===== config.mk =====
export PLATFORM = sky130hd
export DESIGN_NAME = oof_spi_master
export DESIGN_NICKNAME = d
export VERILOG_FILES = /design/src/rtl/oof_spi_pkg.sv /design/src/rtl/oof_crc3_serial.sv /design/src/rtl/oof_frame_phy.sv /design/src/rtl/oof_seq.sv /design/src/rtl/oof_spi_master.sv
export SDC_FILE = /design/constraint.sdc
export NUM_CORES = 1
export LEC_CHECK = 0
export BUFFER_PORTS_ARGS = -buffer_cell sky130_fd_sc_hd__buf_2
export CAP_MARGIN = 20
export CORE_UTILIZATION = 57
export DETAILED_ROUTE_END_ITERATION = 10
export MAX_ROUTING_LAYER = met4
export PLACE_DENSITY = 0.77
export SLEW_MARGIN = 20
export SYNTH_ARGS = -nofsm -noshare
export SYNTH_HDL_FRONTEND = slang
export SYNTH_SLANG_ARGS = --single-unit
export TNS_END_PERCENT = 100

===== constraint.sdc =====
create_clock -name clk_i -period 4.24 [get_ports clk_i]
set_clock_uncertainty 0.1 [all_clocks]
set_input_delay 0.424 -clock clk_i [delete_from_list [all_inputs] [get_ports clk_i]]
set_output_delay 0.424 -clock clk_i [all_outputs]
set_load 0.02 [all_outputs]

===== src/rtl/oof_spi_pkg.sv =====
package oof_spi_pkg;
  localparam int FRAME_W = 32;
  localparam int ADDR_W  = 8;
  localparam int DATA_W  = 16;
  localparam int CRC_W   = 3;
  localparam logic [CRC_W-1:0] CRC_SEED = 3'b101;
  localparam logic [CRC_W-1:0] CRC_POLY = 3'b011;

  typedef enum logic [1:0] {PHY_GAP, PHY_IDLE, PHY_SHIFT, PHY_TAIL} phy_st_e;
  typedef enum logic [2:0] {SQ_IDLE, SQ_WR, SQ_RD_REQ, SQ_RD_FILL, SQ_RD_RSP} seq_st_e;

  typedef struct packed {
    logic [1:0]        bus;
    logic [ADDR_W-1:0] addr;
    logic              wr;
    logic              cap;
    logic              rsvd;
    logic [DATA_W-1:0] data;
    logic [CRC_W-1:0]  crc;
  } req_frame_t;

  function automatic logic [CRC_W-1:0] crc3_step(logic [CRC_W-1:0] c, logic b);
    return {c[CRC_W-2:0], b} ^ (c[CRC_W-1] ? CRC_POLY : '0);
  endfunction

  function automatic logic [CRC_W-1:0] crc3_frame(logic [FRAME_W-1:0] f);
    logic [CRC_W-1:0] c;
    c = CRC_SEED;
    for (int i = FRAME_W - 1; i >= 0; i--) c = crc3_step(c, f[i]);
    return c;
  endfunction
endpackage


===== src/rtl/oof_crc3_serial.sv =====
module oof_crc3_serial
  import oof_spi_pkg::*;
(
  input  logic             clk_i,
  input  logic             rst_ni,
  input  logic             init_i,
  input  logic             en_i,
  input  logic             bit_i,
  output logic [CRC_W-1:0] crc_o
);
  always_ff @(posedge clk_i or negedge rst_ni) begin
    if (!rst_ni)     crc_o <= CRC_SEED;
    else if (init_i) crc_o <= CRC_SEED;
    else if (en_i)   crc_o <= crc3_step(crc_o, bit_i);
  end
endmodule


===== src/rtl/oof_frame_phy.sv =====
module oof_frame_phy
  import oof_spi_pkg::*;
#(
  parameter int CLK_DIV    = 4,
  parameter int GAP_CYCLES = 160
) (
  input  logic               clk_i,
  input  logic               rst_ni,
  input  logic               start_i,
  input  logic [FRAME_W-1:0] tx_i,
  output logic               ready_o,
  output logic               done_o,
  output logic [FRAME_W-1:0] rx_o,
  output logic [CRC_W-1:0]   rx_crc_o,
  output logic               sclk_o,
  output logic               mosi_o,
  input  logic               miso_i,
  output logic               cs_n_o
);
  localparam int DIV_W = $clog2(CLK_DIV + 1);
  localparam int GAP_W = $clog2(GAP_CYCLES + 1);
  localparam int BIT_W = $clog2(FRAME_W);

  phy_st_e            st;
  logic [DIV_W-1:0]   div;
  logic [GAP_W-1:0]   gap;
  logic [BIT_W-1:0]   bitc;
  logic [FRAME_W-1:0] sh;
  logic               tick, sample, launch;

  assign tick    = (div == DIV_W'(CLK_DIV - 1));
  assign sample  = (st == PHY_SHIFT) && tick && !sclk_o;
  assign launch  = (st == PHY_IDLE) && start_i;
  assign ready_o = (st == PHY_IDLE);
  assign mosi_o  = sh[FRAME_W-1];

  always_ff @(posedge clk_i or negedge rst_ni) begin
    if (!rst_ni) begin
      st     <= PHY_GAP;
      cs_n_o <= 1'b1;
      sclk_o <= 1'b0;
      div    <= '0;
      gap    <= '0;
      bitc   <= '0;
      sh     <= '0;
      rx_o   <= '0;
      done_o <= 1'b0;
    end else begin
      done_o <= 1'b0;
      case (st)
        PHY_GAP: begin
          if (gap == GAP_W'(GAP_CYCLES - 1)) st <= PHY_IDLE;
          else gap <= gap + 1'b1;
        end
        PHY_IDLE: begin
          if (start_i) begin
            sh     <= tx_i;
            cs_n_o <= 1'b0;
            div    <= '0;
            bitc   <= '0;
            st     <= PHY_SHIFT;
          end
        end
        PHY_SHIFT: begin
          if (tick) begin
            div <= '0;
            if (!sclk_o) begin
              sclk_o <= 1'b1;
              rx_o   <= {rx_o[FRAME_W-2:0], miso_i};
            end else begin
              sclk_o <= 1'b0;
              if (bitc == BIT_W'(FRAME_W - 1)) begin
                st <= PHY_TAIL;
              end else begin
                sh   <= {sh[FRAME_W-2:0], 1'b0};
                bitc <= bitc + 1'b1;
              end
            end
          end else begin
            div <= div + 1'b1;
          end
        end
        PHY_TAIL: begin
          if (tick) begin
            div    <= '0;
            cs_n_o <= 1'b1;
            done_o <= 1'b1;
            gap    <= '0;
            st     <= PHY_GAP;
          end else begin
            div <= div + 1'b1;
          end
        end
        default: st <= PHY_GAP;
      endcase
    end
  end

  oof_crc3_serial u_rx_crc (
    .clk_i  (clk_i),
    .rst_ni (rst_ni),
    .init_i (launch),
    .en_i   (sample),
    .bit_i  (miso_i),
    .crc_o  (rx_crc_o)
  );
endmodule


===== src/rtl/oof_seq.sv =====
module oof_seq
  import oof_spi_pkg::*;
(
  input  logic               clk_i,
  input  logic               rst_ni,
  input  logic               req_valid_i,
  output logic               req_ready_o,
  input  logic               req_write_i,
  input  logic [ADDR_W-1:0]  req_addr_i,
  input  logic [DATA_W-1:0]  req_wdata_i,
  input  logic               req_capture_i,
  output logic               rsp_valid_o,
  output logic               rsp_err_o,
  output logic [DATA_W-1:0]  rsp_data_o,
  input  logic               phy_ready_i,
  input  logic               phy_done_i,
  input  logic [FRAME_W-1:0] phy_rx_i,
  input  logic [CRC_W-1:0]   phy_crc_i,
  output logic               phy_start_o,
  output logic [FRAME_W-1:0] phy_tx_o
);
  seq_st_e    st;
  req_frame_t body;
  logic       accept;
  logic       unused_rx;

  assign unused_rx = ^{phy_rx_i[FRAME_W-2:DATA_W+4], phy_rx_i[2:0]};

  always_comb begin
    body      = '0;
    body.addr = req_addr_i;
    body.wr   = req_write_i;
    body.cap  = req_write_i ? 1'b0 : req_capture_i;
    body.data = req_write_i ? req_wdata_i : '0;
  end

  assign req_ready_o = (st == SQ_IDLE) && phy_ready_i;
  assign accept      = req_valid_i && req_ready_o;
  assign phy_start_o = accept || ((st == SQ_RD_FILL) && phy_ready_i);
  // filler frame is all zeros
  assign phy_tx_o    = (st == SQ_IDLE) ? {body[FRAME_W-1:CRC_W], crc3_frame(body)} : '0;

  always_ff @(posedge clk_i or negedge rst_ni) begin
    if (!rst_ni) begin
      st          <= SQ_IDLE;
      rsp_valid_o <= 1'b0;
      rsp_err_o   <= 1'b0;
      rsp_data_o  <= '0;
    end else begin
      rsp_valid_o <= 1'b0;
      case (st)
        SQ_IDLE:    if (accept) st <= req_write_i ? SQ_WR : SQ_RD_REQ;
        SQ_WR:      if (phy_done_i) st <= SQ_IDLE;
        SQ_RD_REQ:  if (phy_done_i) st <= SQ_RD_FILL;
        SQ_RD_FILL: if (phy_ready_i) st <= SQ_RD_RSP;
        SQ_RD_RSP: begin
          if (phy_done_i) begin
            rsp_valid_o <= 1'b1;
            rsp_data_o  <= phy_rx_i[DATA_W+3:4];
            rsp_err_o   <= (phy_crc_i != '0) || (phy_rx_i[FRAME_W-1] && phy_rx_i[3]);
            st          <= SQ_IDLE;
          end
        end
        default: st <= SQ_IDLE;
      endcase
    end
  end
endmodule


===== src/rtl/oof_spi_master.sv =====
module oof_spi_master
  import oof_spi_pkg::*;
#(
  parameter int CLK_DIV    = 4,
  parameter int GAP_CYCLES = 160
) (
  input  logic              clk_i,
  input  logic              rst_ni,
  input  logic              req_valid_i,
  output logic              req_ready_o,
  input  logic              req_write_i,
  input  logic [ADDR_W-1:0] req_addr_i,
  input  logic [DATA_W-1:0] req_wdata_i,
  input  logic              req_capture_i,
  output logic              rsp_valid_o,
  output logic              rsp_err_o,
  output logic [DATA_W-1:0] rsp_data_o,
  output logic              sclk_o,
  output logic              mosi_o,
  input  logic              miso_i,
  output logic              cs_n_o
);
  logic               phy_ready, phy_done, phy_start;
  logic [FRAME_W-1:0] phy_rx, phy_tx;
  logic [CRC_W-1:0]   phy_crc;

  oof_seq u_seq (
    .clk_i         (clk_i),
    .rst_ni        (rst_ni),
    .req_valid_i   (req_valid_i),
    .req_ready_o   (req_ready_o),
    .req_write_i   (req_write_i),
    .req_addr_i    (req_addr_i),
    .req_wdata_i   (req_wdata_i),
    .req_capture_i (req_capture_i),
    .rsp_valid_o   (rsp_valid_o),
    .rsp_err_o     (rsp_err_o),
    .rsp_data_o    (rsp_data_o),
    .phy_ready_i   (phy_ready),
    .phy_done_i    (phy_done),
    .phy_rx_i      (phy_rx),
    .phy_crc_i     (phy_crc),
    .phy_start_o   (phy_start),
    .phy_tx_o      (phy_tx)
  );

  oof_frame_phy #(
    .CLK_DIV    (CLK_DIV),
    .GAP_CYCLES (GAP_CYCLES)
  ) u_phy (
    .clk_i    (clk_i),
    .rst_ni   (rst_ni),
    .start_i  (phy_start),
    .tx_i     (phy_tx),
    .ready_o  (phy_ready),
    .done_o   (phy_done),
    .rx_o     (phy_rx),
    .rx_crc_o (phy_crc),
    .sclk_o   (sclk_o),
    .mosi_o   (mosi_o),
    .miso_i   (miso_i),
    .cs_n_o   (cs_n_o)
  );
endmodule


==> results_dict.tcl, run 1 <==
set metrics [dict create \
    clock_sinks 109 \
    final_cell_mix "106 x dfrtp_1, 62 x nor2_1, 50 x buf_2" \
    yosys_register_bits 109 \
    ios 52 \
    crit_required_ns 4.44 \
    final.fill_count 703 \
    synthSimpleGateAreaFrac 0.136 \
    hpwl_um 6280 \
    synth_compound_area_frac 0.0916 \
    portBuffers 51 \
    worstSetupStartpointType "register" \
    ys_seq_area_frac 0.539 \
    ctsLongestPathBuffers 2 \
    netlist_area_um2 5070 \
    power.switching_mw 1.25 \
    initial_core_util 0.584 \
    p_leak_nw 2.72 \
    setup_viol 0 \
    clk_latency_ns 0.36 \
    htreeDepth 3 \
    post-route-min-period_ns 2.71 \
    grt-ovfl-total 0 \
    n_antenna_cell 0 \
    drt.antenna.violating_nets 0 \
    pwr-share-seq 0.457 \
    cts_resized 0 \
    instances_no_fill 612 \
    cp-end-kind "register" \
    areaGrowthSynthToFinish_pct 10.7 \
    nNetsFinal 537 \
    cap_violations 0 \
    vias 3409 \
    synth_cell_type_count 48 \
    die_width_um 96.3 \
    gp_congestion 0.844 \
    antenna_found_initial 0 \
    synth.net_count 493 \
    busiest_layer "met2" \
    ys.flop_type "dfrtp_1" \
    clkPwrFrac 0.185 \
    yosys-top-cells-area "dfrtp_1 52%, mux2_2 9.1%, nor2_1 4.6%" \
    grtUsageMet1 0.276 \
    cpMaxStageDelayCell "a21boi_2" \
    yosysTopAreaCell "dfrtp_1" \
    cts_setup_buffers 0 \
    first_iter_violations 113 \
    cp_slowest_stage_delay_ns 0.70 \
    p_int_mw 2.00 \
    cts_made_buffers 9 \
    grtUsageMet3 0.0332 \
    synth_area_per_cell_um2 11.1 \
    synth_xor_area_frac 0.0659 \
    fp.coreArea_um2 8680 \
    critPathMaxFanout 20 \
    grt_usage 0.217 \
    worst-setup-path-type "reg -> reg" \
    slew_viol_final 0 \
    outcome "finished, violations left" \
    synth_top_family_by_area "simple AND/OR/NAND/NOR gates" \
    rsz0062_at_grt "false" \
    use_met2 0.349 \
    final.period_utilization 0.639 \
    rows 34 \
    hold_buffers 0 \
    grt_pass1_vias 3212 \
    die_y_um 96.3 \
    whs_ns -0.0237 \
    drc_errors 0 \
    wire_per_inst_um 15.0 \
    timing.critical_path.buf_inv 1 \
    dp_cells 596 \
    grt_first_pass_wirelength_um 14800 \
    synth_top_area_frac 0.523 \
    synth_edf_count 0 \
    switching_share 0.385 \
    cts.clk_slew.worst_paths_ns 0.11 \
    fin_area_um2 5610 \
    crit_family "compound AO/OA/AOI/OAI gates" \
    syn_inst 455 \
    ys_warn_count 0 \
    power_density_nw_per_um2 580 \
    finalWirelength_um 9200 \
    synthMuxAreaShare 0.121 \
    crit_top_cell "nor2_1" \
    die_area_um2 9280 \
    drive_gt1_frac 0.242 \
    tns_ns 0 \
    viasPerCell 5.57 \
    final_common_cell "dfrtp_1" \
    dr.pass1.iters 4 \
    place_area_um2 5410 \
    hold_viol 12 \
    crit_chain "ha_1 -> nor2b_1 -> a41o_1 -> a21boi_2 -> buf_4 -> nor2_1 -> nor2_1" \
    slew-limit-headroom 0.406 \
    grt_start_max_net_pins 84 \
    combPwrFrac 0.358 \
    holdCritPathClass "in -> async" \
    async_flop_share 1.00 \
    cts_root_buffer "clkbuf_8" \
    violations "hold timing" \
    worstPathArrival_ns 2.91 \
    worst_pin_slew_ns 0.891 \
    cts_tree "done" \
    ir_drop_uv 368 \
    max_clock_freq_mhz 369 \
    synth-adder-area-share 0.0197 \
]
## stage by stage
stage               power, mW  hold WS, ns   util  setup WS, ns
floorplan                2.37       0.0284      -          2.12
global placement         2.59        0.349  0.624          1.66
detailed placement       2.67        0.365  0.624          1.58
CTS                      3.27        0.158  0.646          1.57
global route             3.51       0.0340  0.647          1.26
finish                   3.26      -0.0237  0.647          1.53
## flip-flops by register name (all words and copies together), names as in the netlist, 2 cells and up
name                  flops
u_phy.sh                 32
u_phy.rx_o               32
u_phy.st                  2
u_phy.div                 3
u_seq.st                  3
u_phy.bitc                5
u_seq.rsp_data_o         16
u_phy.u_rx_crc.crc_o      3
u_phy.gap                 8
## synthesized netlist by cell type, types with 2 or more instances
cell type  count
nor4_1         3
o21ai_1        5
nand3_1       14
inv_1          8
nand2_1       37
and3_1         3
mux2_1        11
or3b_1         2
nor2_1        62
a21oi_1       13
buf_2         12
ha_1           8
nand2b_1       5
mux2i_1        3
nor3_1         7
clkbuf_1      12
dfstp_2        3
o21ai_0        8
xor2_1         9
nor2b_1        6
and2_1         6
a221oi_1      25
dfrtp_1      106
xnor2_1       22
a211oi_1       2
mux2_2        41
## worst paths after layout
path,start,end,slack [ns],cells after the start
min in group clk_i,miso_i,u_phy.rx_o[0],0.25,2
max in group asynchronous,rst_ni,u_phy.cs_n_o,3.19,2
worst max-delay path,u_phy.div[0],u_phy.sh[9],1.53,7
worst min-delay path,rst_ni,u_phy.rx_o[16],-0.02,1
worst max register to register,u_phy.div[0],u_phy.sh[9],1.53,7
worst min register to register,u_phy.sh[31],u_phy.sh[31],0.38,2
## power by group through the flow
stage / combinational, mW / clock (mW) / sequential [mW]
floorplan: 0.922 / 0 / 1.44
global placement: 1.11 / 0 / 1.49
detailed placement: 1.16 / 0 / 1.50
CTS: 1.16 / 0.618 / 1.49
global route: 1.33 / 0.657 / 1.52
finish: 1.16 / 0.603 / 1.49
## per-layer routing
metal | routed length [um] | vias to the layer above
li1 | - | 1674
met1 | 4200 | 1663
met2 | 4600 | 59
met3 | 233 | 13
met4 | 174 | 0
met5 | 0 | -
## cells by family after synthesis
logic type / after synthesis
flip-flops: 109
AND/OR/NAND/NOR: 152
buffers and inverters: 32
AO/OA/AOI/OAI: 65
multiplexers: 55
adder cells (fa/ha/maj): 8
XOR/XNOR: 34
## worst reg2reg max path, cell delays in order, from the launching register on
cell,delay (ns)
dfrtp_1,0.39
ha_1,0.17
nor2b_1,0.44
a41o_1,0.32
a21boi_2,0.70
buf_4,0.35
nor2_1,0.06
nor2_1,0.12
## cell type report
| class | count | area [um2] | share of cell area |
|---|---|---|---|
| Clock inverter | 6 | 52.6 | 0.00936 |
| Tap cell | 108 | 135 | 0.0241 |
| Sequential cell | 109 | 2730 | 0.487 |
| Timing Repair Buffer | 57 | 307 | 0.0546 |
| Clock buffer | 10 | 138 | 0.0245 |
| Multi-Input combinational cell | 314 | 2220 | 0.396 |
| Inverter | 8 | 30.0 | 0.00535 |
Note: power is estimated with default switching activity, not from simulation.
==> run 2: changes to the inputs <==
--- a/config.mk
+++ b/config.mk
@@ -5,6 +5,7 @@
 export SDC_FILE = /design/constraint.sdc
 export NUM_CORES = 1
 export LEC_CHECK = 0
+export ABC_AREA = 1
 export BUFFER_PORTS_ARGS = -buffer_cell sky130_fd_sc_hd__buf_2
 export CAP_MARGIN = 20
 export CORE_UTILIZATION = 57
==> constraint.sdc (replaced) <==
create_clock -name clk_i -period 2.7 [get_ports clk_i]
set_clock_uncertainty 0.1 [all_clocks]
set_input_delay 0.27 -clock clk_i [delete_from_list [all_inputs] [get_ports clk_i]]
set_output_delay 0.27 -clock clk_i [all_outputs]
set_load 0.02 [all_outputs]
==> run 2 against run 1 <==
Effect of this change: the run ends with setup timing left; sequential power increased by 9%; sequential cell count is the same; core utilization rose by 14 points; cell count rose by 66%; area after synthesis rose by 18%; via count rose by 71%; register-to-register slack worse by 1.2 ns; wire length up 83%; clock power is 64% higher; critical path type is now in -> reg; largest cell class is now multi-input combinational cells.
==> results_dict.tcl, run 2 <==
set metrics [dict create \
    yosys-top-cells-count "283 x nand2_1, 106 x dfrtp_1, 84 x nand3_1" \
    final_common_cell "nand2_1" \
    whs_ns 0.0332 \
    use_met2 0.439 \
    final_cell_mix "206 x nand2_1, 106 x dfrtp_1, 74 x inv_1, 74 x o21ai_0, 60 x nand2_4" \
    first_iter_violations 505 \
    cts_root_buffer "clkbuf_8" \
    instances_no_fill 1013 \
    fp.coreArea_um2 10200 \
    grt_first_pass_wirelength_um 22600 \
    rsz0062_at_grt "true" \
    hpwl_um 9210 \
    grtUsageMet1 0.321 \
    worstSetupStartpointType "primary input" \
    crit_required_ns 2.91 \
    finalWirelength_um 16800 \
    cp_slowest_stage_delay_ns 0.16 \
    async_flop_share 1.00 \
    tns_ns -1.56 \
    rows 37 \
    ys.flop_type "dfrtp_1" \
    drive_gt1_frac 0.338 \
    wire_per_inst_um 16.6 \
    cap_violations 0 \
    top_regs "u_phy.rx_o (32), u_phy.sh (32), u_seq.rsp_data_o (16)" \
    portBuffers 51 \
    antenna_found_initial 0 \
    crit_family "simple AND/OR/NAND/NOR gates" \
    clock_sinks 109 \
    ys_warn_count 0 \
    post-route-worst-setup-slack_ns -0.578 \
    grt_usage 0.260 \
    die_area_um2 10900 \
    viasPerCell 5.76 \
    cts_tree "done" \
    holdCritPathClass "in -> reg" \
    drc_errors 0 \
    place_area_um2 6680 \
    gp_congestion 0.892 \
    yosysMostFrequentCell "nand2_1" \
    yosys_register_bits 109 \
    die_width_um 104 \
    yosys-top-cells-area "dfrtp_1 44%, nand2_1 18%, nand3_1 7.0%" \
    worst_pin_slew_ns 0.810 \
    p_leak_nw 4.08 \
    netlist_area_um2 5990 \
    critPathMaxFanout 4 \
    busiest_layer "met2" \
    yosysTopAreaCell "dfrtp_1" \
    ys_seq_area_frac 0.456 \
    clk_latency_ns 0.37 \
    cp-end-kind "register" \
    synth.net_count 840 \
    ctsLongestPathBuffers 2 \
    cts_made_buffers 9 \
    final.period_utilization 1.21 \
    max_clock_freq_mhz 305 \
    slew-limit-headroom 0.459 \
    grtUsageMet3 0.0263 \
    crit_top_cell "nand2_4" \
    worstPathArrival_ns 3.49 \
    grt-ovfl-total 0 \
    nNetsFinal 911 \
    setup_viol 3 \
    ir_drop_uv 736 \
    ios 52 \
    grt_start_max_net_pins 53 \
    outcome "finished, violations left" \
    n_antenna_cell 0 \
    drt.antenna.violating_nets 0 \
    slew_viol_final 0 \
    fin_area_um2 8030 \
    hold_viol 0 \
    grt_pass1_vias 5282 \
    htreeDepth 3 \
    synth_cell_type_count 39 \
    dr.pass1.iters 5 \
    power_density_nw_per_um2 691 \
    cpMaxStageDelayCell "nand2_8" \
    timing.critical_path.buf_inv 4 \
    dp_cells 992 \
    cts.clk_slew.worst_paths_ns 0.10 \
    areaGrowthSynthToFinish_pct 34.1 \
    initial_core_util 0.585 \
    vias 5838 \
    synth_top_area_frac 0.443 \
    violations "setup timing" \
    die_y_um 104 \
    syn_inst 802 \
    synth_edf_count 0 \
    worst-setup-path-type "in -> reg" \
    synth_area_per_cell_um2 7.47 \
    post-route-min-period_ns 3.28 \
]
[run 2: cell count changes after synthesis, sizes merged, moves of 10 or more]
cell,delta
nand2,+284
inv,+78
nand3,+77
o21ai,+62
mux2,-52
nor2,-41
a221oi,-24
xnor2,-21
a22oi,+10
[run 2: cell families (layout without fill, tap and decap cells)]
family / Yosys count / in the layout / synth area share
compound gates: 120 / 120 / 0.117
mux: 1 / 1 / 0.00167
flops: 109 / 109 / 0.456
buf+inv: 112 / 187 / 0.0752
simple gates: 447 / 447 / 0.326
xor+xnor: 5 / 5 / 0.00732
fa+ha+maj: 8 / 8 / 0.0167
[run 2: routing by layer]
| layer | vias to the layer above | share of wire | routed length (um) |
|---|---|---|---|
| li1 | 2743 | - | - |
| met1 | 2749 | 0.39 | 6600 |
| met2 | 260 | 0.50 | 8370 |
| met3 | 86 | 0.050 | 844 |
| met4 | 0 | 0.059 | 999 |
| met5 | - | 0 | 0 |
[run 2: path summary, 6_finish.rpt]
kind / start / to / slack, ns / cells past startpoint
worst max-delay path: req_addr_i[5] / u_phy.sh[1] / -0.58 / 32
worst min-delay path: miso_i / u_phy.rx_o[0] / 0.03 / 3
worst max register to register: u_phy.bitc[0] / u_phy.sh[19] / 0.28 / 11
worst min register to register: u_phy.rx_o[30] / u_phy.rx_o[30] / 0.38 / 2
max in group asynchronous: rst_ni / u_phy.sh[7] / 1.46 / 3
min in group asynchronous: rst_ni / u_seq.rsp_data_o[7] / 0.35 / 2
[run 2: what timing repair did]
action / CTS / global route
endpoints found under the hold margin: 47 / 0
setup endpoints to repair: 3 / 15
pin swaps: 29 / 81
gates resized for setup: 48 / 190
cloned: 0 / 0
hold buffers: 1 / 0
setup buffers: 3 / 2
[run 2: through the flow]
| step | utilization | power (mW) | setup WS [ns] |
|---|---|---|---|
| 3_5_place_dp | 0.653 | 3.24 | -0.734 |
| 2_1_floorplan | - | 2.94 | -0.147 |
| 6_report | 0.785 | 5.55 | -0.578 |
| 4_1_cts | 0.694 | 4.36 | -0.184 |
| 5_1_grt | 0.785 | 5.79 | -0.728 |
| 3_3_place_gp | 0.653 | 3.16 | -0.544 |
[run 2: report_power, final]
group / leakage [nW] / switching [mW] / internal [mW] / total [mW]
logic: 2.54 / 1.97 / 0.961 / 2.93
registers: 1.45 / 0 / 1.63 / 1.63
clock network: 0.0919 / 0.556 / 0.435 / 0.991
[run 2: worst register-to-register path: cells and delay by family, from the launching register on]
family                   cells  cell delay (ns)
AO/OA/AOI/OAI                2             0.40
AND/OR/NAND/NOR              5             0.74
buffers and inverters        2             0.30
adder cells (fa/ha/maj)      2             0.40
flip-flops                   1             0.42
[run 2: layout make-up]
cell class                 count  area (um2)
sequential                   109        2730
multi-input combinational    581        4010
clock inverter                 4        57.6
inverter                      86         348
tap                          136         170
fill                         659        2200
timing repair buffer          86         582
clock buffer                  11         131
